<file path="src/rtl/zbd_pkg.sv">
package zbd_pkg;
  localparam int CODE_W = 4;
  localparam int SEG_W  = 7;

  typedef logic [CODE_W-1:0] code_t;
  typedef logic [SEG_W-1:0]  seg_t;

  // Active-high segment pattern, bit 0 = segment a, bit 6 = segment g
  function automatic seg_t glyph_on(code_t c);
    seg_t s;
    case (c)
      4'd0:  s = 7'h3F;
      4'd1:  s = 7'h06;
      4'd2:  s = 7'h5B;
      4'd3:  s = 7'h4F;
      4'd4:  s = 7'h66;
      4'd5:  s = 7'h6D;
      4'd6:  s = 7'h7D;
      4'd7:  s = 7'h07;
      4'd8:  s = 7'h7F;
      4'd9:  s = 7'h6F;
      4'd10: s = 7'h40; // dash
      4'd11: s = 7'h79; // E
      4'd12: s = 7'h76; // H
      4'd13: s = 7'h38; // L
      4'd14: s = 7'h73; // P
      default: s = 7'h00; // dark glyph
    endcase
    return s;
  endfunction
endpackage

</file>
<file path="src/rtl/zbd_code_latch.sv">
module zbd_code_latch #(
  parameter int W = 32
) (
  input  logic         clk,
  input  logic         rst,
  input  logic         load_n,
  input  logic [W-1:0] d,
  output logic [W-1:0] q
);
  always_ff @(posedge clk) begin
    if (rst)          q <= '0;
    else if (!load_n) q <= d;
  end
endmodule

</file>
<file path="src/rtl/zbd_pwm_gen.sv">
module zbd_pwm_gen #(
  parameter int PWM_W = 8
) (
  input  logic             clk,
  input  logic             rst,
  input  logic [PWM_W-1:0] level,
  output logic [PWM_W-1:0] cnt,
  output logic             on
);
  always_ff @(posedge clk) begin
    if (rst) cnt <= '0;
    else     cnt <= cnt + 1'b1;
  end

  assign on = (cnt < level);
endmodule

</file>
<file path="src/rtl/zbd_ripple_chain.sv">
// Element 0 is the head of the chain; its blanking input is tied asserted.
module zbd_ripple_chain #(
  parameter int N         = 4,
  parameter bit KEEP_TAIL = 1'b0
) (
  input  logic [N*zbd_pkg::CODE_W-1:0] codes,
  output logic [N-1:0]                 blank
);
  localparam int CW = zbd_pkg::CODE_W;

  logic [N:0] rb;
  assign rb[0] = 1'b1;

  for (genvar i = 0; i < N; i++) begin : g_stage
    logic is_zero;
    assign is_zero = (codes[i*CW +: CW] == '0);
    if (KEEP_TAIL && i == N-1) begin : g_keep
      assign blank[i] = 1'b0;
    end else begin : g_pass
      assign blank[i] = rb[i] & is_zero;
    end
    assign rb[i+1] = blank[i];
  end
endmodule

</file>
<file path="src/rtl/zbd_digit_driver.sv">
module zbd_digit_driver (
  input  logic                 clk,
  input  logic                 rst,
  input  zbd_pkg::code_t       code,
  input  logic                 suppress,
  input  logic                 pwm_on,
  output zbd_pkg::seg_t        seg_n
);
  import zbd_pkg::*;

  seg_t seg_d;
  always_comb begin
    if (pwm_on && !suppress) seg_d = ~glyph_on(code);
    else                     seg_d = '1;
  end

  always_ff @(posedge clk) begin
    if (rst) seg_n <= '1;
    else     seg_n <= seg_d;
  end
endmodule

</file>
<file path="src/rtl/zero_blank_display.sv">
module zero_blank_display #(
  parameter int NUM_INT  = 4,
  parameter int NUM_FRAC = 4,
  parameter int PWM_W    = 8,
  localparam int NUM_DIG = NUM_INT + NUM_FRAC,
  localparam int CW      = zbd_pkg::CODE_W,
  localparam int SW      = zbd_pkg::SEG_W
) (
  input  logic                  clk,
  input  logic                  rst,
  input  logic                  load_n,
  input  logic [NUM_DIG*CW-1:0] digits_in,
  input  logic [PWM_W-1:0]      brightness,
  output logic [NUM_DIG*SW-1:0] seg_n
);
  logic [NUM_DIG*CW-1:0]  lat_codes;
  logic [PWM_W-1:0]       pwm_cnt;
  logic                   pwm_on;
  logic [NUM_INT*CW-1:0]  int_codes;
  logic [NUM_FRAC*CW-1:0] frac_codes;
  logic [NUM_INT-1:0]     int_blank;
  logic [NUM_FRAC-1:0]    frac_blank;
  logic [NUM_DIG-1:0]     digit_blank;

  zbd_code_latch #(.W(NUM_DIG*CW)) u_latch (
    .clk(clk), .rst(rst), .load_n(load_n), .d(digits_in), .q(lat_codes)
  );

  zbd_pwm_gen #(.PWM_W(PWM_W)) u_pwm (
    .clk(clk), .rst(rst), .level(brightness), .cnt(pwm_cnt), .on(pwm_on)
  );

  // Integer chain: head is the most significant digit, tail is the units digit
  for (genvar i = 0; i < NUM_INT; i++) begin : g_int_map
    assign int_codes[i*CW +: CW]    = lat_codes[(NUM_DIG-1-i)*CW +: CW];
    assign digit_blank[NUM_DIG-1-i] = int_blank[i];
  end

  // Fraction chain: head is the least significant digit, moving toward the point
  assign frac_codes = lat_codes[NUM_FRAC*CW-1:0];
  for (genvar j = 0; j < NUM_FRAC; j++) begin : g_frac_map
    assign digit_blank[j] = frac_blank[j];
  end

  zbd_ripple_chain #(.N(NUM_INT), .KEEP_TAIL(1'b1)) u_int_chain (
    .codes(int_codes), .blank(int_blank)
  );

  zbd_ripple_chain #(.N(NUM_FRAC), .KEEP_TAIL(1'b0)) u_frac_chain (
    .codes(frac_codes), .blank(frac_blank)
  );

  for (genvar k = 0; k < NUM_DIG; k++) begin : g_digit
    zbd_digit_driver u_drv (
      .clk     (clk),
      .rst     (rst),
      .code    (lat_codes[k*CW +: CW]),
      .suppress(digit_blank[k]),
      .pwm_on  (pwm_on),
      .seg_n   (seg_n[k*SW +: SW])
    );
  end
endmodule

</file>
<file path="config.mk">
export PLATFORM = sky130hd
export DESIGN_NAME = zero_blank_display
export DESIGN_NICKNAME = d
export VERILOG_FILES = /design/src/rtl/zbd_pkg.sv /design/src/rtl/zbd_code_latch.sv /design/src/rtl/zbd_pwm_gen.sv /design/src/rtl/zbd_ripple_chain.sv /design/src/rtl/zbd_digit_driver.sv /design/src/rtl/zero_blank_display.sv
export SDC_FILE = /design/constraint.sdc
export NUM_CORES = 1
export LEC_CHECK = 0
export BUFFER_PORTS_ARGS = -buffer_cell sky130_fd_sc_hd__clkbuf_2
export CORE_MARGIN = 2
export CORE_UTILIZATION = 35
export CTS_CLUSTER_DIAMETER = 150
export DETAILED_ROUTE_END_ITERATION = 7
export PLACE_DENSITY = 0.52
export SYNTH_ARGS = -nofsm -noshare
export SYNTH_HDL_FRONTEND = slang
export SYNTH_HIERARCHICAL = 1
export SYNTH_SLANG_ARGS = --single-unit
export TNS_END_PERCENT = 10
</file>
<file path="constraint.sdc">
create_clock -name clk -period 2.6 [get_ports clk]
set_input_delay 0.13 -clock clk [delete_from_list [all_inputs] [get_ports clk]]
set_output_delay 0.13 -clock clk [all_outputs]
set_load 0.01 [all_outputs]
</file>
# Yosys cells after proc, flatten, opt, wreduce, memory -nomap -nowiden
# Memories as Yosys holds them, arrays and structs flattened. A register that Yosys moved wholly into a read port is not among the register bits.
# Index checks and enable logic that the tools add are counted.
[totals]
register_bits = 96
romBits = 896
out_inout_bits = 56
word_cells = 94
n_memories = 8
[mem_list]
columns = ["name", "words", "word_bits", "rd", "rd_ports_with_merged_regs", "write_ports", "line_no", "rtl"]
rows = [
  ["(no name shown)", 16, 7, 1, 1, 0, "zbd_pkg.sv:11", "case (c)"],
  ["(no name shown)", 16, 7, 1, 1, 0, "zbd_pkg.sv:11", ""],
  ["(no name shown)", 16, 7, 1, 1, 0, "zbd_pkg.sv:11", ""],
  ["(no name shown)", 16, 7, 1, 1, 0, "zbd_pkg.sv:11", ""],
  ["(no name shown)", 16, 7, 1, 1, 0, "zbd_pkg.sv:11", ""],
  ["(no name shown)", 16, 7, 1, 1, 0, "zbd_pkg.sv:11", ""],
  ["2 more memories", "-", "-", "-", "-", "-", "-", ""],
]
[op_classes]
n_addsub = 1
order_cmp = 1
muxes = 24
bitwise_logic = 21
reduce_logical = 29
[ops]
columns = ["op", "count"]
rows = [
  ["$mux 4", 16],
  ["$mux 7", 8],
  ["$not 7->7", 8],
  ["$logic_not 4->1", 7],
  ["$reduce_or 2->1", 8],
  ["$add 8x1->8 const B", 1],
  ["$lt 8x8->1", 1],
  ["$not 1->1", 8],
  ["$logic_and 1x1->1", 7],
  ["$logic_not 1->1", 7],
  ["$and 1x1->1", 5],
]

# Depth between registers and ports, before layout
[logic_depth]
word_depth = 8
ltp_mapped = 8
depth_no_buf = 8

# By module
# The synthesis kept the hierarchy.
[modules_own_cells]
columns = ["mod", "instances", "cells_each", "area_each_um2", "seq_area_each_um2"]
rows = [
  ["zbd_digit_driver at g_digit[1].u_drv ...", 7, 44, 442.9, 140.1],
  ["zbd_code_latch", 1, 103, 1163.6, 640.6],
  ["zbd_pwm_gen", 1, 59, 488.0, 160.2],
  ["zbd_digit_driver at g_digit[0].u_drv", 1, 46, 444.2, 140.1],
  ["zbd_ripple_chain at u_frac_chain", 1, 9, 70.1, 0.0],
  ["zbd_ripple_chain at u_int_chain", 1, 9, 62.6, 0.0],
]

# Worst setup path before layout
# No wires, ideal clock.
[synth_timing]
path_kind = "reg-to-reg"
from = "reg u_pwm.cnt[2]"
to = "reg g_digit[0].u_drv.seg_n[3]"
setup_time_ps = 116
arrival_ps = 2022
required_time_ps = 2484
path_slack_ps = 463
stages_incl_launch_ff = 8
period_less_slack_ps = 2137
path_cell_list = "dfxtp_1 -> ha_1 -> a211oi_1 -> o21ai_0 -> a41oi_1 -> nor3b_4 -> o21ai_1 -> a31o_1"
[synth_between]
elab_chain_len = 4
[synth_rtl]
columns = ["item", "line_no", "rtl"]
rows = [
  ["start, declared", "zbd_pwm_gen.sv:7", "output logic [PWM_W-1:0] cnt,"],
  ["start signal, assigned", "zbd_pwm_gen.sv:12", "else cnt <= cnt + 1'b1;"],
  ["$lt 8x8->1", "zbd_pwm_gen.sv:15", "assign on = (cnt < level);"],
  ["net pwm_on", "zero_blank_display.sv:18", "logic pwm_on;"],
  ["$logic_and 1x1->1", "zbd_digit_driver.sv:13", "if (pwm_on && !suppress) seg_d = ~glyph_on(code);"],
  ["$not 1->1 (no line)", "-", ""],
  ["$reduce_or 2->1 (no line)", "-", ""],
  ["end signal, assigned", "zbd_digit_driver.sv:19", "else seg_n <= seg_d;"],
  ["end, declared", "zbd_digit_driver.sv:7", "output zbd_pkg::seg_t seg_n"],
]
# The timed path passes the listed nets, and every way through them passes these cells.
# A chain may end at the register's enable or synchronous reset.

# Worst setup path after layout
# Same ends and word-level chain as after synthesis.

==> qor.yml <==
status:
  status: "finished clean"
clock_network:
  cts_resized: 0
  clk_latency_ns: 0.34
  cts_hold_buf: 0
  cts.htree.levels: 3
  cts_tree: "done"
  clk_path_buf_depth: 2
  post-cts-setup-buffers: 0
  cts.sinks: 96
  clk_pin_slew_ns: 0.06
  cts_buffers: 9
  cts-root-buf: "clkbuf_16"
flow_run:
  drv_cap: 0
timing:
  fin_crit_sh: 0.864
  setup_viol_count_final: 0
  fin_ws_ns: 0.355
  hold_viol: 0
  fmax_ghz: 0.445
  finalSetupTns_ns: 0
  finClkSkew_ns: 0.00423
  rsz0062_at_grt: "no"
  slew_violations: 0
  tightest_slew_ns: 0.507
  fin_crit_ns: 2.25
  maxSlewHeadroom: 0.661
floorplanning:
  core_mm2: 0.0150
  die_area_mm2: 0.0162
  die_w_um: 127
  num_io_pins: 99
  initial_utilization: 0.354
  num_rows: 45
  die_h_um: 127
detailed_routing:
  ant_nets: 0
  viasPerCell: 4.93
  totalWireLength_mm: 11.0
  wl_per_cell_um: 13.6
  drc: 0
  first_pass_iters: 4
  drtIter0Drc: 252
  routed-via-count: 4006
pwr:
  power_density_mw_per_mm2: 584
  p_leak_nw: 2.72
  vdd_drop_max_mv: 0.276
logic_synthesis:
  synth_seq_cells: 96
  synth_edf_count: 0
  netlist_area_mm2: 0.00533
  syn_nets: 641
  synth_top_area_share: 0.361
  ys_async_sr_fraction: 0
  yosysSeqAreaShare: 0.361
  yosysTopAreaCell: "dfxtp_1"
  syn_avg_cell_area_um2: 9.98
  yosys_warnings: 6
  syn_inst: 534
  synth_area_leaders: "dfxtp_1 36%, ha_1 15%, mux2i_1 10%, a21o_1 3.1%, nor2_1 2.8%"
  synth_cell_types: 44
  ys_dominant_reg_cell: "dfxtp_1"
critical_path:
  critPathLaunchType: "register"
  required_ns: 2.83
  critPathCaptureType: "register"
  crit_slowest_cell: "dfxtp_1"
  worstSetupPathType: "register to register"
  worstPathArrival_ns: 2.48
  critPathMaxFanout: 8
  cp_cell_sequence: "ha_1 > a211oi_1 > o21ai_0 > a41oi_1 > buf_4 > nor3b_4 > o21ai_1 > a31o_1"
  slowest_delay_ns: 0.44
final_layout:
  final_area_mm2: 0.00613
  diodes: 0
  fillers: 1471
  syn_to_final_growth_pct: 15.0
  multi_input_area_mm2: 0.00304
  mostFrequentLayoutCell: "clkbuf_2"
  layout_common_cells: "98 x clkbuf_2, 96 x dfxtp_1, 64 x ha_1"
  final-seq-area_mm2: 0.00192
  finalNetCount: 727
  drive_gt1_frac: 0.232
place:
  portBuffers: 98
  post-dp-hpwl_mm: 8.20
  pre_cts_slack_ns: 0.363
  gp_congestion: 0.881
  place_area_mm2: 0.00586
min_path:
  hp-class: "primary input to register"
global_route:
  grt_pass1_vias: 3800
  grt_pass1_wl_mm: 18.1
  grt_use_total: 0.138
  overflow: 0
  grt_max_degree: 23
  antenna_found_initial: 0
## logic make-up (layout without fill, tap and decap cells)
kind of cell,after synthesis,count (layout),synth area share
xor gates and xnor gates,3,3,0.00493
AOI/OAI and AO/OA,123,123,0.152
other,1,1,0.000704
DFF,96,96,0.361
muxes,63,63,0.125
buffers and inverters,61,152,0.0688
and+or+nand+nor,123,123,0.137
adders and majority gates,64,64,0.150
## final timing paths
| path | cells after the start | slack [ns] | end | startpoint |
|---|---|---|---|---|
| worst min register to register | 1 | 0.51 | u_pwm/cnt[0] | u_pwm/cnt[0] |
| worst max register to register | 8 | 0.35 | g_digit[0].u_drv/seg_n[3] | u_pwm/cnt[2] |
| worst min-delay path | 3 | 0.02 | u_latch/q[2] | digits_in[2] |
| worst max-delay path | 8 | 0.35 | g_digit[0].u_drv/seg_n[3] | u_pwm/cnt[2] |
## registers in the layout, summed over array words and instances (netlist names)
name                 count
g_digit.u_drv/seg_n     56
u_pwm/cnt                8
u_latch/q               32
## metal layers
| layer | global-route usage | vias to the layer above | share of wire |
|---|---|---|---|
| li1 | - | 2040 | - |
| met1 | 0.174 | 1861 | 0.46 |
| met2 | 0.221 | 91 | 0.46 |
| met3 | 0.0364 | 14 | 0.054 |
| met4 | 0.0653 | 0 | 0.020 |
| met5 | 0 | - | 0 |
## worst max-delay path, delay by kind of cell (launching register included)
kind                     cells  cell delay [ns]
adder cells (fa/ha/maj)      1             0.29
AND/OR/NAND/NOR              1             0.30
buffers and inverters        1             0.21
flip-flops                   1             0.44
AO/OA/AOI/OAI                5             0.88
## cell usage after synthesis (all sizes together) (2+ instances only)
master,count
a21o,22
buf,23
nor2b,2
or3,3
nand2,29
inv,34
o311ai,8
a21oi,14
nor2,40
o221ai,8
mux2,8
dfxtp,96
mux2i,55
nand2b,24
o211ai,8
ha,64
nor3,2
nor3b,8
clkbuf,4
nand3,4
or4,7
o2bb2ai,8
xor2,2
o21ai,45
o31ai,7
## final cells by class
class	count	area share
Sequential cell	96	0.314
Tap cell	188	0.0384
Multi-Input combinational cell	377	0.496
Clock buffer	14	0.0415
Timing Repair Buffer	102	0.0870
Clock inverter	2	0.00245
Inverter	34	0.0208
## power by group
part           leakage [nW]  internal (mW)  switching (mW)
clock network         0.123          0.676           0.534
registers             0.797           1.60           0.114
logic                  1.80          0.315           0.339
total                  2.72           2.59           0.988
## metrics by stage
stage               hold slack [ns]  instances  power, mW  utilization
floorplan                     0.202        534       2.20            -
global placement              0.358        797       2.39        0.390
detailed placement            0.369        797       2.40        0.390
CTS                         0.00907        813       3.64        0.408
global route                 0.0237        813       3.79        0.408
finish                       0.0214        813       3.58        0.408
No activity file was read; power rests on OpenSTA's default activity.
